File: src/rtl/ctlreg_pkg.sv
package ctlreg_pkg;
  typedef enum logic [1:0] {
    MODE_TX = 2'b00,
    MODE_RX = 2'b01,
    MODE_WR = 2'b10,
    MODE_RD = 2'b11
  } mode_e;

  function automatic mode_e to_mode(input logic sel, input logic dir);
    return mode_e'({sel, dir});
  endfunction
endpackage

File: src/rtl/ctlreg_mode_decode.sv
module ctlreg_mode_decode
  import ctlreg_pkg::*;
(
  input  logic  clk,
  input  logic  rst,
  input  logic  sel_i,
  input  logic  dir_i,
  output mode_e mode_q_o,
  output mode_e mode_nxt_o,
  output logic  change_o
);
  mode_e mode_q;

  always_comb begin
    mode_nxt_o = to_mode(sel_i, dir_i);
    change_o   = (mode_nxt_o != mode_q);
  end

  always_ff @(posedge clk) begin
    if (rst) mode_q <= MODE_RX;
    else     mode_q <= mode_nxt_o;
  end

  assign mode_q_o = mode_q;
endmodule

File: src/rtl/ctlreg_bitclk.sv
module ctlreg_bitclk #(
  parameter int DIV_HALF = 4
) (
  input  logic clk,
  input  logic rst,
  input  logic run_i,
  output logic bclk_o,
  output logic rise_o,
  output logic fall_o
);
  localparam int CW = (DIV_HALF > 1) ? $clog2(DIV_HALF) : 1;
  localparam logic [CW-1:0] LAST = CW'(DIV_HALF - 1);

  logic [CW-1:0] cnt_q;
  logic          bclk_q;
  logic          wrap;

  assign wrap   = (cnt_q == LAST);
  assign rise_o = run_i & wrap & ~bclk_q;
  assign fall_o = run_i & wrap & bclk_q;
  assign bclk_o = bclk_q;

  always_ff @(posedge clk) begin
    if (rst || !run_i) begin
      cnt_q  <= '0;
      bclk_q <= 1'b0;
    end else if (wrap) begin
      cnt_q  <= '0;
      bclk_q <= ~bclk_q;
    end else begin
      cnt_q  <= cnt_q + 1'b1;
    end
  end

  // divider idle forces the clock low; mid-count it holds its level
  a_r3_idle_low: assert property (@(posedge clk) disable iff (rst)
    !run_i |=> !bclk_q);
  a_r3_half_hold: assert property (@(posedge clk) disable iff (rst)
    (run_i && !wrap) |=> $stable(bclk_q));
endmodule

File: src/rtl/ctlreg_shift_core.sv
module ctlreg_shift_core
  import ctlreg_pkg::*;
#(
  parameter int          W       = 24,
  parameter logic [W-1:0] RST_VAL = '0
) (
  input  logic         clk,
  input  logic         rst,
  input  mode_e        mode_q_i,
  input  mode_e        mode_nxt_i,
  input  logic         change_i,
  input  logic         txd_i,
  input  logic         rise_i,
  input  logic         fall_i,
  output logic [W-1:0] ctrl_o,
  output logic         rxd_o
);
  logic [W-1:0] wsh_q;
  logic [W-1:0] rsh_q;
  logic [W-1:0] ctrl_q;
  logic         rxd_q;
  logic         cap, commit, rd_enter, rd_step;

  always_comb begin
    cap      = (mode_q_i == MODE_WR) && !change_i && rise_i;
    commit   = (mode_q_i == MODE_WR) && !mode_nxt_i[1];
    rd_enter = change_i && (mode_nxt_i == MODE_RD);
    rd_step  = (mode_q_i == MODE_RD) && !change_i && fall_i;
  end

  // write path: keeps only the newest W bits
  always_ff @(posedge clk) begin
    if (rst)      wsh_q <= RST_VAL;
    else if (cap) wsh_q <= {wsh_q[W-2:0], txd_i};
  end

  always_ff @(posedge clk) begin
    if (rst)         ctrl_q <= RST_VAL;
    else if (commit) ctrl_q <= wsh_q;
  end

  // read path: rotating copy, line advances on bit-clock falls
  always_ff @(posedge clk) begin
    if (rst) begin
      rsh_q <= '0;
      rxd_q <= 1'b0;
    end else if (rd_enter) begin
      rsh_q <= ctrl_q;
      rxd_q <= ctrl_q[W-1];
    end else if (change_i) begin
      rxd_q <= 1'b0;
    end else if (rd_step) begin
      rsh_q <= {rsh_q[W-2:0], rsh_q[W-1]};
      rxd_q <= rsh_q[W-2];
    end
  end

  assign ctrl_o = ctrl_q;
  assign rxd_o  = rxd_q;

  a_r4_capture: assert property (@(posedge clk) disable iff (rst)
    cap |=> wsh_q == {$past(wsh_q[W-2:0]), $past(txd_i)});
  a_r6_hold: assert property (@(posedge clk) disable iff (rst)
    !commit |=> $stable(ctrl_q));
  a_r6_commit: assert property (@(posedge clk) disable iff (rst)
    commit |=> ctrl_q == $past(wsh_q));
  a_r8_first_bit: assert property (@(posedge clk) disable iff (rst)
    rd_enter |=> rxd_q == $past(ctrl_q[W-1]));
  a_r10_rxd_idle: assert property (@(posedge clk) disable iff (rst)
    (mode_q_i != MODE_RD) |-> !rxd_q);
endmodule

File: src/rtl/ctlreg_serial_port.sv
module ctlreg_serial_port
  import ctlreg_pkg::*;
#(
  parameter int           W        = 24,
  parameter int           DIV_HALF = 4,
  parameter logic [W-1:0] RST_VAL  = 24'h5A0FC3
) (
  input  logic         clk,
  input  logic         rst,
  input  logic         sel_i,
  input  logic         dir_i,
  input  logic         txd_i,
  output logic         bclk_o,
  output logic         rxd_o,
  output logic [1:0]   mode_o,
  output logic [W-1:0] ctrl_o
);
  mode_e mode_q, mode_nxt;
  logic  change, run, rise, fall;

  ctlreg_mode_decode u_dec (
    .clk        (clk),
    .rst        (rst),
    .sel_i      (sel_i),
    .dir_i      (dir_i),
    .mode_q_o   (mode_q),
    .mode_nxt_o (mode_nxt),
    .change_o   (change)
  );

  assign run = !change && (mode_q != MODE_RX);

  ctlreg_bitclk #(.DIV_HALF(DIV_HALF)) u_clk (
    .clk    (clk),
    .rst    (rst),
    .run_i  (run),
    .bclk_o (bclk_o),
    .rise_o (rise),
    .fall_o (fall)
  );

  ctlreg_shift_core #(.W(W), .RST_VAL(RST_VAL)) u_core (
    .clk        (clk),
    .rst        (rst),
    .mode_q_i   (mode_q),
    .mode_nxt_i (mode_nxt),
    .change_i   (change),
    .txd_i      (txd_i),
    .rise_i     (rise),
    .fall_i     (fall),
    .ctrl_o     (ctrl_o),
    .rxd_o      (rxd_o)
  );

  assign mode_o = mode_q;

  a_r1_mode_follow: assert property (@(posedge clk) disable iff (rst)
    1'b1 |=> mode_o == $past({sel_i, dir_i}));
  a_r3_rx_clock_low: assert property (@(posedge clk) disable iff (rst)
    (mode_o == 2'b01) |-> !bclk_o);
endmodule

File: config.mk
export PLATFORM = sky130hd
export DESIGN_NAME = ctlreg_serial_port
export DESIGN_NICKNAME = d
export VERILOG_FILES = /design/src/rtl/ctlreg_pkg.sv /design/src/rtl/ctlreg_mode_decode.sv /design/src/rtl/ctlreg_bitclk.sv /design/src/rtl/ctlreg_shift_core.sv /design/src/rtl/ctlreg_serial_port.sv
export SDC_FILE = /design/constraint.sdc
export NUM_CORES = 1
export LEC_CHECK = 0
export BUFFER_PORTS_ARGS = -buffer_cell sky130_fd_sc_hd__buf_2
export CORE_MARGIN = 8
export CORE_UTILIZATION = 55
export CTS_BUF_LIST = sky130_fd_sc_hd__clkbuf_4 sky130_fd_sc_hd__clkbuf_8
export CTS_CLUSTER_DIAMETER = 30
export CTS_CLUSTER_SIZE = 12
export DETAILED_ROUTE_END_ITERATION = 6
export PLACE_DENSITY = 0.84
export SETUP_SLACK_MARGIN = 0.02
export SYNTH_ARGS = -nofsm -noshare
export SYNTH_HDL_FRONTEND = slang
export SYNTH_SLANG_ARGS = --single-unit
File: constraint.sdc
create_clock -name clk -period 2.1 [get_ports clk]
set_clock_uncertainty 0.05 [all_clocks]
set_input_delay 0.315 -clock clk [delete_from_list [all_inputs] [get_ports clk]]
set_output_delay 0.315 -clock clk [all_outputs]
set_load 0.02 [all_outputs]
==> After elaboration in Yosys (flattened, before gate mapping) <==
Index checks and enable logic that the tools add are counted.
{ "classes": {"n_addsub": 1, "eq_ne": 7, "mux": 6, "bitwise_logic": 4, "n_reduce_logical": 15} }
{ "op_table": {"columns": ["op", "n"], "rows": [
  ["$mux W24", 3],
  ["$eq A2 B2 Y1 const B", 4],
  ["$logic_and A1 B1 Y1", 7],
  ["$and A1 B1 Y1", 3],
  ["$logic_not A1 Y1", 3],
  ["$mux W1", 3],
  ["$reduce_bool A3 Y1", 1],
  ["$add A2 B1 Y2 const B", 1],
  ["$ne A2 B1 Y1 const B", 1],
  ["$ne A2 B2 Y1", 1],
  ["$ne A2 B2 Y1 const B", 1],
  ["$reduce_and A2 Y1", 1],
  ["$reduce_bool A2 Y1", 1],
  ["$reduce_or A2 Y1", 1],
  ["$logic_or A1 B1 Y1", 1],
  ["$not A1 Y1", 1]
]} }
{ "word_totals": {"regBits": 78, "inputBits": 5, "output_inout_bits": 28, "word_cells": 40} }

==> Longest topological paths before layout <==
Gate-level depths: netlist (run 1).
{ "depth": {"word_depth": 9, "depth_mapped": 7, "depth_no_buf": 5} }

==> Hierarchy <==
Synthesis (run 1) repeated with hierarchy kept, for this count alone.
{ "hier_totals": {"cells_unflattened": 374, "hier_area_um2": 3164.3} }
{ "modules_own_cells": {"columns": ["module", "instances", "cells_each", "area_each_um2", "seq_area_each_um2"], "rows": [
  ["ctlreg_shift_core", 1, 351, 2945.3, 1461.4],
  ["ctlreg_bitclk", 1, 12, 117.6, 60.1],
  ["ctlreg_mode_decode", 1, 9, 88.8, 40.0],
  ["ctlreg_serial_port", 1, 2, 12.5, 0.0]
]} }

==> Worst setup path after synthesis (run 1) <==
No wires, ideal clock.
{ "synth_timing": {"kind": "flip-flop to flip-flop", "from": "register u_dec.mode_q[1], in the netlist u_dec.mode_q_o[1]", "to": "register u_core.rsh_q[23]", "setup_time_ns": 0.130, "arrival_ns": 1.386, "required_time_ns": 1.920, "slack_ns": 0.534, "path_stages_with_launch": 6, "path_buffers": 1, "synth_period_minus_slack_ns": 1.566, "cell_sequence": "dfxtp_1 buf_2 nand2_1 a311o_1 a32oi_1 o32ai_1"} }
{ "synth_via": {"elab_chain_cells": 8, "word_cells_on_any_way": 14} }
{ "synth_rtl": {"columns": ["element", "line", "source"], "rows": [
  ["start: declaration", "ctlreg_mode_decode.sv:12", "mode_e mode_q;"],
  ["start signal: assignment", "ctlreg_mode_decode.sv:21", "else mode_q <= mode_nxt_o;"],
  ["$ne A2 B2 Y1", "ctlreg_mode_decode.sv:16", "change_o = (mode_nxt_o != mode_q);"],
  ["$logic_not A1 Y1", "ctlreg_shift_core.sv:28, ctlreg_serial_port.sv:31", null],
  ["$logic_and A1 B1 Y1", "ctlreg_serial_port.sv:31", "assign run = !change && (mode_q != MODE_RX);"],
  ["$and A1 B1 Y1 (2 in series)", "ctlreg_bitclk.sv:20", "assign fall_o = run_i & wrap & bclk_q;"],
  ["$logic_and A1 B1 Y1", "ctlreg_shift_core.sv:28", "rd_step = (mode_q_i == MODE_RD) && !change_i && fall_i;"],
  ["$reduce_bool A2 Y1 (no source line)", null, null],
  ["$reduce_and A2 Y1 (no source line)", null, null],
  ["end signal: assignment", "ctlreg_shift_core.sv:48", "rsh_q <= ctrl_q;"],
  ["end signal: assignment", "ctlreg_shift_core.sv:53", "rsh_q <= {rsh_q[W-2:0], rsh_q[W-1]};"],
  ["end: declaration", "ctlreg_shift_core.sv:19", "logic [W-1:0] rsh_q;"]
]} }
Parallel ways exist; a longest one is shown, timed or not.
A chain may end at the register's enable or synchronous reset.

==> Worst setup path after layout (run 1) <==
{ "layout_timing": {"from": "register u_clk.cnt_q[0]", "to": "register u_core.wsh_q[11]"} }
{ "layout_via": {"elab_chain_cells": 4} }
{ "layout_rtl": {"columns": ["element", "line", "source"], "rows": [
  ["start: declaration", "ctlreg_bitclk.sv:14", "logic [CW-1:0] cnt_q;"],
  ["start signal: assignment", "ctlreg_bitclk.sv:31", "cnt_q <= cnt_q + 1'b1;"],
  ["$eq A2 B2 Y1", "ctlreg_bitclk.sv:18", "assign wrap = (cnt_q == LAST);"],
  ["$and A1 B1 Y1 (2 in series)", "ctlreg_bitclk.sv:19", "assign rise_o = run_i & wrap & ~bclk_q;"],
  ["$logic_and A1 B1 Y1", "ctlreg_shift_core.sv:25", "cap = (mode_q_i == MODE_WR) && !change_i && rise_i;"],
  ["end signal: assignment", "ctlreg_shift_core.sv:34", "else if (cap) wsh_q <= {wsh_q[W-2:0], txd_i};"],
  ["end: declaration", "ctlreg_shift_core.sv:18", "logic [W-1:0] wsh_q;"]
]} }
Every way passes these cells.

==> results of run 1 <==
[state kept, by name, indices dropped and copies added (netlist names)]
signal	count
u_clk.bclk_o	1
u_core.rxd_o	1
u_core.rsh_q	24
u_dec.mode_q_o	2
u_core.ctrl_o	24
u_core.wsh_q	24
u_clk.cnt_q	2
[placed cells by master (no fill, tap or decap)]
cell / count
nand2b_1: 1
nor4bb_1: 1
nand3b_1: 24
nand2_1: 99
nor3_2: 1
nor3_1: 1
mux2i_1: 23
nor2_1: 26
buf_12: 3
ha_1: 1
xnor2_1: 3
o211ai_1: 1
clkbuf_4: 4
dfxtp_1: 78
a31oi_4: 1
a21oi_4: 1
nand2_2: 1
nor4_1: 2
a31oi_1: 1
buf_4: 5
clkinv_2: 2
a21oi_1: 24
clkbuf_8: 9
and2_1: 1
nor4b_1: 1
a311o_1: 1
or2_2: 1
nand4b_1: 1
a211oi_2: 20
inv_1: 1
a32oi_1: 1
or3_1: 1
o32ai_1: 1
a211oi_1: 4
and4_1: 1
buf_2: 32
nor2b_1: 1
[path summary, 6_finish.rpt]
check                  from          endpoint  slack, ps  depth (start not counted)
max reg2reg  u_clk.cnt_q[0]  u_core.wsh_q[11]        190                          5
max          u_clk.cnt_q[0]  u_core.wsh_q[11]        190                          5
min                   txd_i   u_core.wsh_q[0]        170                          3
min reg2reg  u_clk.cnt_q[0]    u_clk.cnt_q[0]        390                          1
[routing by layer]
layer  share of wire, %  wire length, um  GRT usage (%)  up-vias
met4                1.6              104          6.980        0
met1                 44             2810          17.39     1170
met5                  0                0              0        -
li1                   -                -              -     1230
met3                4.8              304          5.421        8
met2                 50             3179          26.22       41
[power breakdown]
group | total, mW | switching [mW] | leakage, nW | internal, mW
registers | 1.54 | 0.0271 | 0.634 | 1.52
clock network | 0.960 | 0.487 | 0.0909 | 0.472
logic | 0.228 | 0.133 | 0.630 | 0.0951
total | 2.73 | 0.647 | 1.36 | 2.08
[cell families (layout without fill, tap and decap cells)]
| group | after synthesis | count (layout) | synth area share (%) |
|---|---|---|---|
| xor+xnor | 3 | 3 | 0.8173 |
| fa+ha+maj | 1 | 1 | 0.3890 |
| flops | 78 | 78 | 48.56 |
| buf+inv | 31 | 56 | 5.292 |
| mux | 23 | 23 | 7.160 |
| compound gates | 55 | 55 | 14.44 |
| simple gates | 163 | 163 | 23.35 |
[worst max-delay path: cells and delay by family, from the launching register on]
| kind | cells | cell delay (ps) |
|---|---|---|
| simple gates | 4 | 1130 |
| flops | 1 | 340 |
| fa+ha+maj | 1 | 260 |
[area by class of cell]
class,count,area (um^2),area share (%)
clock inverter,2,10.01,0.2796
multi-input combinational,245,1499,41.87
clock buffer,13,153.9,4.299
timing repair buffer,40,257.7,7.200
inverter,1,3.754,0.1049
tap,75,93.84,2.621
sequential,78,1562,43.62
[metrics by stage]
stage | power [mW] | std cells | worst slack [ps] | utilization (%) | hold slack (ps)
final | 2.732 | 454 | 192.8 | 61.93 | 166.1
after global routing | 2.852 | 454 | 53.86 | 61.93 | 164.4
after floorplan | 1.758 | 354 | 534.2 | - | 357.2
after CTS | 2.760 | 454 | 192.6 | 61.93 | 153.0
after global placement | 1.798 | 439 | 358.8 | 59.09 | 363.6
after detailed placement | 1.808 | 439 | 235.7 | 59.09 | 384.1
==> results_dict.tcl, run 1 <==
set metrics [dict create \
    die_area_mm2 0.008549 \
    clkTransAtPathRegs_ps 70 \
    tightest_slew_ps 869.8 \
    async_flop_share_pct 0 \
    startpoint_type "register" \
    finalHoldViolations 0 \
    via_per_inst 5.394 \
    drv_slew 0 \
    htreeDepth 3 \
    worstSkewPairLatency_ps 340 \
    fin_nets 381 \
    netlist_instances 354 \
    placed_cell_area_mm2 0.003416 \
    place_congestion 0.7632 \
    drive_gt1_share_pct 21.11 \
    die_h_um 92.46 \
    start_util_pct 55.63 \
    crit_type "reg2reg" \
    remaining_drc_errors 0 \
    core_mm2 0.005781 \
    grt_max_degree 49 \
    yosysSeqAreaShare_pct 48.56 \
    fillCellCount 487 \
    grt.total_usage_pct 15.58 \
    cts-buffers-inserted 9 \
    period_share_pct 90.82 \
    antenna_found_initial 0 \
    vdd_drop_max_uv 390.8 \
    grt_setup_unrepaired "no" \
    cp_max_fo 24 \
    hpwl_um 4184 \
    wirelength_um 6399 \
    slowest_stage "or3_1" \
    clock.fmax_ghz 0.5243 \
    yosys-top-cells-area "dfxtp_1 (49%), nand2_1 (12%), a211oi_2 (7.8%)" \
    critPathMaxStageDelay_ps 680 \
    synth_nets 360 \
    total_leakage_power_nw 1.355 \
    tns_ps 0 \
    post_cts_buffers 0 \
    cp-end-kind "register" \
    period_minus_slack_ps 1907 \
    design_area_mm2 0.003580 \
    die_x_um 92.46 \
    cts_tree "done" \
    cts-root-buf "clkbuf_8" \
    wl_per_cell_um 14.09 \
    yosys_register_bits 78 \
    critPathArrivalTime_ps 2080 \
    hold_class "in2reg" \
    grt_pass1_vias 2357 \
    row_count 28 \
    final_antenna_net_count 0 \
    syn_area_mm2 0.003216 \
    powerDensity_mw_per_mm2 763.3 \
    final-setup-viol-count 0 \
    area_delta_synth_final_pct 11.32 \
    port_buffers 32 \
    yosysTopAreaCellShare_pct 48.56 \
    ios 33 \
    status "completed" \
    cts_buffer_depth 2 \
    required_ps 2270 \
    hold_buffers 0 \
    yosysTopAreaCell "dfxtp_1" \
    synth.most_common_cell "nand2_1" \
    crit_chain "ha_1, nand4b_1, or3_1, nand2_1, nand3b_1" \
    max-slew-margin-rel_pct 42.01 \
    synth_cell_types 34 \
    cts.sink_count 78 \
    antenna_cells 0 \
    synth.avg_cell_area_um2 9.084 \
    cts_resized 0 \
    drt_pass1_iterations 5 \
    maxCapViolations 0 \
    grt_overflow 0 \
    grt_pass1_wl_um 10850 \
    via_count 2449 \
    synth_edf_count 0 \
    drtIter0Drc 199 \
    synth_warnings 0 \
    synth_common_cells "nand2_1 (99), dfxtp_1 (78), nor2_1 (26), a21oi_1 (24), nand3b_1 (24)" \
    ys.flop_type "dfxtp_1" \
]
Power figures use the tool's default switching activity.
==> run 2, diff against run 1 <==
--- a/config.mk
+++ b/config.mk
@@ -6,14 +6,16 @@
 export NUM_CORES = 1
 export LEC_CHECK = 0
 export BUFFER_PORTS_ARGS = -buffer_cell sky130_fd_sc_hd__buf_2
+export CORE_ASPECT_RATIO = 0.7
 export CORE_MARGIN = 8
 export CORE_UTILIZATION = 55
 export CTS_BUF_LIST = sky130_fd_sc_hd__clkbuf_4 sky130_fd_sc_hd__clkbuf_8
 export CTS_CLUSTER_DIAMETER = 30
 export CTS_CLUSTER_SIZE = 12
 export DETAILED_ROUTE_END_ITERATION = 6
-export PLACE_DENSITY = 0.84
+export PLACE_DENSITY = 0.85
 export SETUP_SLACK_MARGIN = 0.02
+export SKIP_CTS_REPAIR_TIMING = 1
 export SYNTH_ARGS = -nofsm -noshare
 export SYNTH_HDL_FRONTEND = slang
 export SYNTH_SLANG_ARGS = --single-unit
==> run 2 against run 1 <==
Compared with the run above: critical path depth stayed put; power is 9.2% higher; via count is 0.94% lower; final area is 1.5% higher; worst setup slack better by 18 ps; worst hold slack worse by 43 ps; register-to-register slack better by 20 ps; core utilization is 1.8 points higher; cell count is 0.22% higher; critical path type unchanged; critical endpoint is now u_core.wsh_q[8].
==> results_dict.tcl, run 2 (synthesized netlist as in run 1, its figures left out) <==
set metrics [dict create \
    placed_cell_area_mm2 0.003416 \
    via_count 2426 \
    die_area_mm2 0.008589 \
    cp_num_buf_inv 0 \
    crit_type "reg2reg" \
    antenna_cells 0 \
    remaining_drc_errors 0 \
    wl_per_cell_um 14.21 \
    grt.total_usage_pct 15.72 \
    slowest_stage "or3_1" \
    cts_buffer_depth 2 \
    cp-end-kind "register" \
    fillCellCount 446 \
    max-slew-margin-rel_pct 42.63 \
    vdd_drop_max_uv 355.4 \
    via_per_inst 5.332 \
    start_util_pct 56.43 \
    cp-startpoint "u_clk.cnt_q[0]" \
    drv_slew 0 \
    cp.depth 5 \
    status "completed" \
    totalPowerFinal_mw 2.982 \
    ios 33 \
    final_common_cell "nand2_1" \
    final_cell_mix "nand2_1 (99), dfxtp_1 (78), buf_2 (32), nor2_1 (26)" \
    clkTransAtPathRegs_ps 70 \
    crit_family "simple AND/OR/NAND/NOR gates" \
    critPathMaxStageDelay_ps 660 \
    maxCapViolations 0 \
    row_count 23 \
    total_leakage_power_nw 1.375 \
    grt_max_degree 48 \
    cts_tree "done" \
    crit_chain "ha_1, nand4b_1, or3_1, nand2_1, nand3b_1" \
    grt_overflow 0 \
    cts.sink_count 78 \
    hold_class "in2reg" \
    wirelength_um 6465 \
    finalHoldViolations 0 \
    pre_cts_slack_ps 219.5 \
    die_h_um 79.98 \
    die_x_um 107.4 \
    drt_pass1_iterations 6 \
    startpoint_type "register" \
    cp_max_fo 24 \
    final-setup-viol-count 0 \
    cts-buffers-inserted 9 \
    tns_ps 0 \
    drtIter0Drc 145 \
    grt_setup_unrepaired "no" \
    area_delta_synth_final_pct 13.00 \
    antenna_found_initial 0 \
    reg2regPathDepth 5 \
    tightest_slew_ps 860.6 \
    htreeDepth 3 \
    final_antenna_net_count 0 \
    period_share_pct 89.97 \
    critPathArrivalTime_ps 2070 \
    port_buffers 32 \
    setup_ws_ps 210.6 \
    clock.fmax_ghz 0.5293 \
    worstSkewPairLatency_ps 350 \
    required_ps 2280 \
    fin_nets 381 \
    design_area_mm2 0.003633 \
    core_mm2 0.005698 \
    hpwl_um 4224 \
    cts-root-buf "clkbuf_8" \
    worstHoldStart "txd_i" \
    period_minus_slack_ps 1889 \
    grt_pass1_vias 2107 \
    powerDensity_mw_per_mm2 820.8 \
    hold_ws_ps 123.4 \
    worstReg2RegStart "u_clk.cnt_q[0]" \
    drive_gt1_share_pct 21.32 \
    grt_pass1_wl_um 10810 \
    holdPathStages 3 \
    place_congestion 0.8135 \
]
-- run 2: final timing paths --
check | end | slack [ps]
setup / recovery | u_core.wsh_q[8] | 210
hold reg to reg | u_clk.cnt_q[0] | 400
setup reg to reg | u_core.wsh_q[8] | 210
hold / removal | u_core.wsh_q[0] | 120
-- run 2: area by class of cell --
cell class / count / area (um^2) / area share [%]
Sequential cell: 78 / 1562 / 42.98
Multi-Input combinational cell: 245 / 1499 / 41.25
Timing Repair Buffer: 40 / 257.7 / 7.094
Clock buffer: 10 / 131.4 / 3.616
Tap cell: 75 / 93.84 / 2.583
Clock inverter: 6 / 86.33 / 2.376
Inverter: 1 / 3.754 / 0.1033
-- run 2: per-layer routing --
| layer | track usage [%] | wire, um | vias up |
|---|---|---|---|
| met5 | 0 | 0 | - |
| met3 | 6.452 | 360 | 9 |
| li1 | - | - | 1243 |
| met1 | 20.50 | 3133 | 1136 |
| met4 | 4.138 | 61 | 0 |
| met2 | 23.43 | 2910 | 38 |
-- run 2: metrics by stage --
step,cells,util [%]
finish,455,63.77
global route,455,63.77
floorplan,354,-
detailed placement,439,59.95
global placement,439,59.95
CTS,455,63.77
-- run 2: power breakdown --
part | internal (mW) | switching, mW | total [mW]
Sequential | 1.52 | 0.0255 | 1.54
Combinational | 0.0959 | 0.136 | 0.232
Clock | 0.680 | 0.528 | 1.21
-- run 2: worst register-to-register path, stage by stage, from the launching register on --
cell	delay (ps)
dfxtp_1	350
ha_1	250
nand4b_1	140
or3_1	660
nand2_1	220
nand3b_1	100
